`src/rtl/b2m_pkg.sv`:
```
package b2m_pkg;
  localparam int BYTE_W = 8;
  localparam int ADDR_W = 3;
  localparam logic [ADDR_W-1:0] STATUS_ADDR = 3'd4;

  function automatic logic [3:0] pop8(input logic [BYTE_W-1:0] v);
    logic [3:0] n;
    n = '0;
    for (int i = 0; i < BYTE_W; i++) n = n + {3'b000, v[i]};
    return n;
  endfunction
endpackage

```
`src/rtl/b2m_position.sv`:
```
module b2m_position #(
  parameter int ROWS     = 9,
  parameter int COLS     = 270,
  parameter int OH_COLS  = 9,
  parameter int SOH_ROWS = 3,
  parameter int B2_ROW   = 4,
  parameter int NCH      = 3,
  localparam int HW = (NCH > 1) ? $clog2(NCH) : 1
) (
  input  logic          clk,
  input  logic          rst_n,
  input  logic          take,
  input  logic          sof,
  output logic          frame_start,
  output logic          acc_en,
  output logic [HW-1:0] ch,
  output logic          b2_slot,
  output logic          b2_last
);
  localparam int RW = $clog2(ROWS);
  localparam int CW = $clog2(COLS);
  localparam logic [RW-1:0] L_SOH   = RW'(SOH_ROWS);
  localparam logic [RW-1:0] L_B2R   = RW'(B2_ROW);
  localparam logic [RW-1:0] L_RLAST = RW'(ROWS - 1);
  localparam logic [CW-1:0] L_OH    = CW'(OH_COLS);
  localparam logic [CW-1:0] L_NCH   = CW'(NCH);
  localparam logic [CW-1:0] L_NLAST = CW'(NCH - 1);
  localparam logic [CW-1:0] L_CLAST = CW'(COLS - 1);
  localparam logic [HW-1:0] L_HLAST = HW'(NCH - 1);

  logic [RW-1:0] row_q, cur_row;
  logic [CW-1:0] col_q, cur_col;
  logic [HW-1:0] ch_q, cur_ch;
  logic          sync_q, live;

  always_comb begin
    cur_row     = sof ? '0 : row_q;
    cur_col     = sof ? '0 : col_q;
    cur_ch      = sof ? '0 : ch_q;
    frame_start = take && sof;
    live        = take && (sof || sync_q);
    acc_en      = live && !((cur_row < L_SOH) && (cur_col < L_OH));
    b2_slot     = live && (cur_row == L_B2R) && (cur_col < L_NCH);
    b2_last     = b2_slot && (cur_col == L_NLAST);
    ch          = cur_ch;
  end

  always_ff @(posedge clk) begin
    if (!rst_n) begin
      row_q  <= '0;
      col_q  <= '0;
      ch_q   <= '0;
      sync_q <= 1'b0;
    end else if (live) begin
      sync_q <= 1'b1;
      if (cur_col == L_CLAST) begin
        col_q <= '0;
        ch_q  <= '0;
        row_q <= (cur_row == L_RLAST) ? '0 : cur_row + 1'b1;
      end else begin
        col_q <= cur_col + 1'b1;
        ch_q  <= (cur_ch == L_HLAST) ? '0 : cur_ch + 1'b1;
        row_q <= cur_row;
      end
    end
  end
endmodule

```
`src/rtl/b2m_parity.sv`:
```
module b2m_parity
  import b2m_pkg::*;
#(
  parameter int NCH = 3,
  localparam int HW = (NCH > 1) ? $clog2(NCH) : 1,
  localparam int BW = $clog2(NCH * BYTE_W + 1)
) (
  input  logic              clk,
  input  logic              rst_n,
  input  logic              frame_start,
  input  logic              acc_en,
  input  logic [HW-1:0]     ch,
  input  logic              b2_slot,
  input  logic              b2_last,
  input  logic [BYTE_W-1:0] data,
  output logic              have_prev,
  output logic              fire,
  output logic [BW-1:0]     bits
);
  logic [BYTE_W-1:0] acc_q  [NCH];
  logic [BYTE_W-1:0] prev_q [NCH];
  logic              seen_q, have_q;
  logic [BW-1:0]     err_q, cur_bits;
  logic [BYTE_W-1:0] mism;
  logic              chk;

  always_comb begin
    mism     = data ^ prev_q[ch];
    cur_bits = BW'(pop8(mism));
    chk      = b2_slot && have_q;
    fire     = b2_last && have_q;
    bits     = err_q + cur_bits;
    have_prev = have_q;
  end

  always_ff @(posedge clk) begin
    if (!rst_n) begin
      for (int i = 0; i < NCH; i++) begin
        acc_q[i]  <= '0;
        prev_q[i] <= '0;
      end
      seen_q <= 1'b0;
      have_q <= 1'b0;
      err_q  <= '0;
    end else begin
      if (frame_start) begin
        for (int i = 0; i < NCH; i++) begin
          prev_q[i] <= acc_q[i];
          acc_q[i]  <= (acc_en && ch == HW'(i)) ? data : '0;
        end
        have_q <= seen_q;
        seen_q <= 1'b1;
        err_q  <= '0;
      end else if (acc_en) begin
        for (int i = 0; i < NCH; i++)
          if (ch == HW'(i)) acc_q[i] <= acc_q[i] ^ data;
      end
      if (chk) err_q <= b2_last ? '0 : bits;
    end
  end
endmodule

```
`src/rtl/b2m_counter.sv`:
```
module b2m_counter
  import b2m_pkg::*;
#(
  parameter int CNT_W = 32,
  parameter int BW    = 5
) (
  input  logic              clk,
  input  logic              rst_n,
  input  logic              fire,
  input  logic [BW-1:0]     bits,
  input  logic              per_frame,
  input  logic              rd_en,
  input  logic [ADDR_W-1:0] rd_addr,
  output logic [CNT_W-1:0]  cnt_o,
  output logic [BYTE_W-1:0] rd_byte
);
  localparam int NB = CNT_W / BYTE_W;

  logic [CNT_W-1:0] cnt_q, snap_q, base, nxt;
  logic [CNT_W:0]   inc, sum;
  logic             rd_low;

  always_comb begin
    rd_low = rd_en && (rd_addr == '0);
    inc    = '0;
    if (fire) inc = per_frame ? (CNT_W+1)'(bits != '0) : (CNT_W+1)'(bits);
    base   = rd_low ? '0 : cnt_q;
    sum    = {1'b0, base} + inc;
    nxt    = sum[CNT_W] ? '1 : sum[CNT_W-1:0];
    cnt_o  = cnt_q;
  end

  always_comb begin
    rd_byte = '0;
    for (int k = 0; k < NB; k++)
      if (rd_addr == ADDR_W'(k))
        rd_byte = (k == 0) ? cnt_q[BYTE_W-1:0] : snap_q[k*BYTE_W +: BYTE_W];
  end

  always_ff @(posedge clk) begin
    if (!rst_n) begin
      cnt_q  <= '0;
      snap_q <= '0;
    end else begin
      cnt_q <= nxt;
      if (rd_low) snap_q <= cnt_q;
      else if (rd_en)
        for (int k = 1; k < NB; k++)
          if (rd_addr == ADDR_W'(k)) snap_q[k*BYTE_W +: BYTE_W] <= '0;
    end
  end
endmodule

```
`src/rtl/b2_monitor.sv`:
```
module b2_monitor
  import b2m_pkg::*;
#(
  parameter int ROWS     = 9,
  parameter int COLS     = 270,
  parameter int OH_COLS  = 9,
  parameter int SOH_ROWS = 3,
  parameter int B2_ROW   = 4,
  parameter int NCH      = 3,
  parameter int CNT_W    = 32
) (
  input  logic              clk,
  input  logic              rst_n,
  input  logic              in_valid,
  output logic              in_ready,
  input  logic [BYTE_W-1:0] in_data,
  input  logic              in_sof,
  input  logic              per_frame,
  input  logic              int_en,
  input  logic              rd_en,
  input  logic [ADDR_W-1:0] rd_addr,
  output logic [BYTE_W-1:0] rd_data,
  output logic              int_n
);
  localparam int HW = (NCH > 1) ? $clog2(NCH) : 1;
  localparam int BW = $clog2(NCH * BYTE_W + 1);
  localparam int NB = CNT_W / BYTE_W;

  logic              frame_start, acc_en, b2_slot, b2_last;
  logic [HW-1:0]     ch;
  logic              have_prev, fire, err_evt;
  logic [BW-1:0]     bits;
  logic [CNT_W-1:0]  cnt_live;
  logic [BYTE_W-1:0] cnt_byte;
  logic              st_q;
  logic [BYTE_W-1:0] rd_q;

  assign in_ready = 1'b1;

  b2m_position #(
    .ROWS(ROWS), .COLS(COLS), .OH_COLS(OH_COLS),
    .SOH_ROWS(SOH_ROWS), .B2_ROW(B2_ROW), .NCH(NCH)
  ) u_pos (
    .clk(clk), .rst_n(rst_n), .take(in_valid), .sof(in_sof),
    .frame_start(frame_start), .acc_en(acc_en), .ch(ch),
    .b2_slot(b2_slot), .b2_last(b2_last)
  );

  b2m_parity #(.NCH(NCH)) u_par (
    .clk(clk), .rst_n(rst_n), .frame_start(frame_start), .acc_en(acc_en),
    .ch(ch), .b2_slot(b2_slot), .b2_last(b2_last), .data(in_data),
    .have_prev(have_prev), .fire(fire), .bits(bits)
  );

  b2m_counter #(.CNT_W(CNT_W), .BW(BW)) u_cnt (
    .clk(clk), .rst_n(rst_n), .fire(fire), .bits(bits),
    .per_frame(per_frame), .rd_en(rd_en), .rd_addr(rd_addr),
    .cnt_o(cnt_live), .rd_byte(cnt_byte)
  );

  assign err_evt = fire && (bits != '0);

  always_ff @(posedge clk) begin
    if (!rst_n) begin
      st_q <= 1'b0;
      rd_q <= '0;
    end else begin
      if (rd_en && rd_addr == STATUS_ADDR) begin
        rd_q <= {3'b000, st_q, 4'b0000};
        st_q <= err_evt;
      end else begin
        if (rd_en) rd_q <= (32'(rd_addr) < NB) ? cnt_byte : '0;
        st_q <= st_q || err_evt;
      end
    end
  end

  assign rd_data = rd_q;
  assign int_n   = !(st_q && int_en);
endmodule

```
`config.mk`:
```
export PLATFORM = sky130hd
export DESIGN_NAME = b2_monitor
export DESIGN_NICKNAME = d
export VERILOG_FILES = /design/src/rtl/b2m_pkg.sv /design/src/rtl/b2m_position.sv /design/src/rtl/b2m_parity.sv /design/src/rtl/b2m_counter.sv /design/src/rtl/b2_monitor.sv
export SDC_FILE = /design/constraint.sdc
export NUM_CORES = 1
export LEC_CHECK = 0
export BUFFER_PORTS_ARGS = -buffer_cell sky130_fd_sc_hd__clkbuf_2
export CAP_MARGIN = 10
export CELL_PAD_IN_SITES_DETAIL_PLACEMENT = 0
export CELL_PAD_IN_SITES_GLOBAL_PLACEMENT = 1
export CORE_MARGIN = 2
export CORE_UTILIZATION = 32
export DETAILED_ROUTE_END_ITERATION = 10
export PLACE_DENSITY_LB_ADDON = 0.1
export SLEW_MARGIN = 40
export SYNTH_ARGS = -nofsm -noshare
export SYNTH_HDL_FRONTEND = slang
export SYNTH_SLANG_ARGS = --single-unit
```
`constraint.sdc`:
```
create_clock -name clk -period 8.55 [get_ports clk]
set_input_delay 1.71 -clock clk [delete_from_list [all_inputs] [get_ports clk]]
set_output_delay 1.71 -clock clk [all_outputs]
set_load 0.005 [all_outputs]
```
==> out/metrics.cfg <==
[route]
drc = 0
vias = 5524
routed_wirelength_mm = 18.7
viasPerCell = 5.12
drtIter0Drc = 348
ant_nets = 0
wl_per_cell_um = 17.3
dr.pass1.iters = 5

[clock_tree]
htree_levels = 4
cts_buffer_depth = 2
path_clk_slew_ps = 60
cts_buffers = 17
ctsRootBufferMaster = clkbuf_16
clk_latency_ps = 430
clock-sinks = 136
hold_buffers = 0
cts_tree = built
cts_resized = 0
post-cts-setup-buffers = 0

[synthesis]
netlist_area_um2 = 7150
ys_seq_elements = 136
ys_async_sr_fraction = 0
synth_edf_count = 48
syn_nets = 817
synth_flop_cell = dfxtp_1
netlist_instances = 776
yosysWarnings = 0
syn_avg_cell_area_um2 = 9.21
yosysSeqAreaShare = 0.448
synth.distinct_cells = 66

[placement]
io_buffers = 26
gp_congestion = 0.761
dpl.hpwl_mm = 12.8
dp.cells = 1047

[cells_and_area]
fill_cells = 2212
area_delta_synth_final_pct = 13.7
n_antenna_cell = 0
fin_util = 0.372
final_cell_mix = nor2_1, dfxtp_1, nand2_1, edfxtp_1, a21oi_1
layout_commonest_cell = nor2_1
drive_gt1_frac = 0.113
fin_cells = 1079
nets = 827

[timing]
clock_skew_ps = 12.2
slew_viol_final = 0
period_needed_ps = 7960
max-slew-margin-rel = 0.485
setup_viol = 0
hold_viol = 0
rsz0062_at_grt = false
fmax_ghz = 0.126
worst_pin_slew_ps = 773
min_period_over_period = 0.931
finalSetupTns_ps = 0

[setup_path]
timing.rr.start = u_pos.ch_q[1]
critPathLaunchType = primary input
critPathKind = primary input to flip-flop
crit_arrival_ps = 8310
cp_max_fo = 9
worstPathRequired_ps = 8900
path_delay_family = adder cells
crit_top_cell = fa_1
reg2reg_slack_ps = 1550
worstReg2RegEnd = u_cnt.cnt_o[31]
critPathCaptureType = flip-flop
worstRegToRegCells = 26
max_stage_delay_ps = 540
cp.depth = 27
worst_path_max_delay_cell = fa_1
cp.buffers_inverters = 2

[power_and_ir_drop]
leakagePower_nw = 3.07
power_density_nw_per_um2 = 196
vdd_drop_max_mv = 0.105

[job]
maxCapViolCount = 0

[die]
die_w_um = 153
start_util = 0.327
die-area_um2 = 23600
fp-row-count = 54
coreArea_um2 = 21900
die_y_um = 153
io_pins = 28

[grt]
antenna_found_initial = 0
grt_use_total = 0.164
grt_pass1_vias = 5410
grt_remaining_overflow = 0
grt_pass1_wl_mm = 30.5
grt_max_degree = 53

[hold_path]
worstHoldStart = u_par.seen_q
hold-path-endpoint = u_par.have_prev
hold_depth = 2
worst_hold_path_type = flip-flop to flip-flop

[status]
status = complete, no violations

## tightest hold or removal path, cell delays in order, from the launching register on
cell,delay [ps]
dfxtp_1,310
nand2_1,50
a21oi_1,50
## worst max path at each step
stage	from	endpoint	slack, ps
2_1_floorplan	in_sof	u_cnt.cnt_o[28]	370
3_3_place_gp	in_sof	u_cnt.cnt_o[28]	380
3_5_place_dp	in_sof	u_cnt.cnt_o[28]	160
4_1_cts	in_sof	u_cnt.cnt_o[28]	570
5_1_grt	in_sof	u_cnt.cnt_o[31]	40
6_report	in_sof	u_cnt.cnt_o[31]	590
## cell usage after synthesis (all sizes together), types with 20 or more instances
library cell  count  share of area
a21oi            39          0.028
a22oi            33          0.035
and3             29          0.025
clkbuf           37          0.019
dfxtp            88           0.25
edfxtp           48           0.20
nand2            49          0.026
nand3            21          0.015
nor2             91          0.048
nor2b            26          0.023
nor3             22          0.016
o21ai            44          0.031
xnor2            34          0.042
xor2             20          0.024
## power breakdown
group	switching [W]	leakage (nW)	total, W	internal, W
Clock	0.000325	0.269	0.000708	0.000382
Sequential	0.00000804	1.22	0.000692	0.000684
Combinational	0.000120	1.57	0.000195	0.0000757
Total	0.000453	3.07	0.00160	0.00114
## flip-flops by register name, indices dropped and copies added (netlist names), 2 cells and up
register	flops
u_pos.row_q	4
rd_data	8
u_pos.col_q	9
u_par.err_q	5
u_pos.ch_q	2
u_cnt.cnt_o	32
u_par.acc_q	24
u_cnt.snap_q	24
u_par.prev_q	24
## cell families (layout without fill, tap and decap cells)
kind of cell               Yosys count  in the layout  synth area share
AOI/OAI and AO/OA                  178            178             0.161
muxes                               10             10            0.0212
adders and majority gates           23             23            0.0465
DFF                                136            136             0.448
xor gates and xnor gates            54             54            0.0661
buffers and inverters               73             96            0.0401
and+or+nand+nor                    301            301             0.217
other                                1              1          0.000524
## metrics by stage
| stage | hold slack (ps) | instance area, um^2 | power [W] | setup slack, ps |
|---|---|---|---|---|
| 2_1_floorplan | 432 | 7150 | 0.000846 | 369 |
| 3_3_place_gp | 440 | 7560 | 0.000896 | 377 |
| 3_5_place_dp | 447 | 7570 | 0.000904 | 157 |
| 4_1_cts | 456 | 8130 | 0.00161 | 571 |
| 5_1_grt | 499 | 8130 | 0.00167 | 43.5 |
| 6_report | 457 | 8130 | 0.00160 | 587 |
## layout make-up
| type | instances | area, um^2 | area share |
|---|---|---|---|
| timing repair buffer | 44 | 265 | 0.0326 |
| inverter | 20 | 75.1 | 0.00923 |
| sequential | 136 | 3200 | 0.394 |
| multi-input combinational | 567 | 3680 | 0.453 |
| clock buffer | 17 | 425 | 0.0523 |
| clock inverter | 15 | 131 | 0.0162 |
| tap | 280 | 350 | 0.0431 |
## layer usage
metal	global-route usage	up-vias	part of all wire
met5	0	-	0
met4	0.0454	0	0.010
met2	0.241	114	0.43
met1	0.243	2608	0.52
li1	-	2788	-
met3	0.0329	14	0.041
Power figures use the tool's default switching activity.
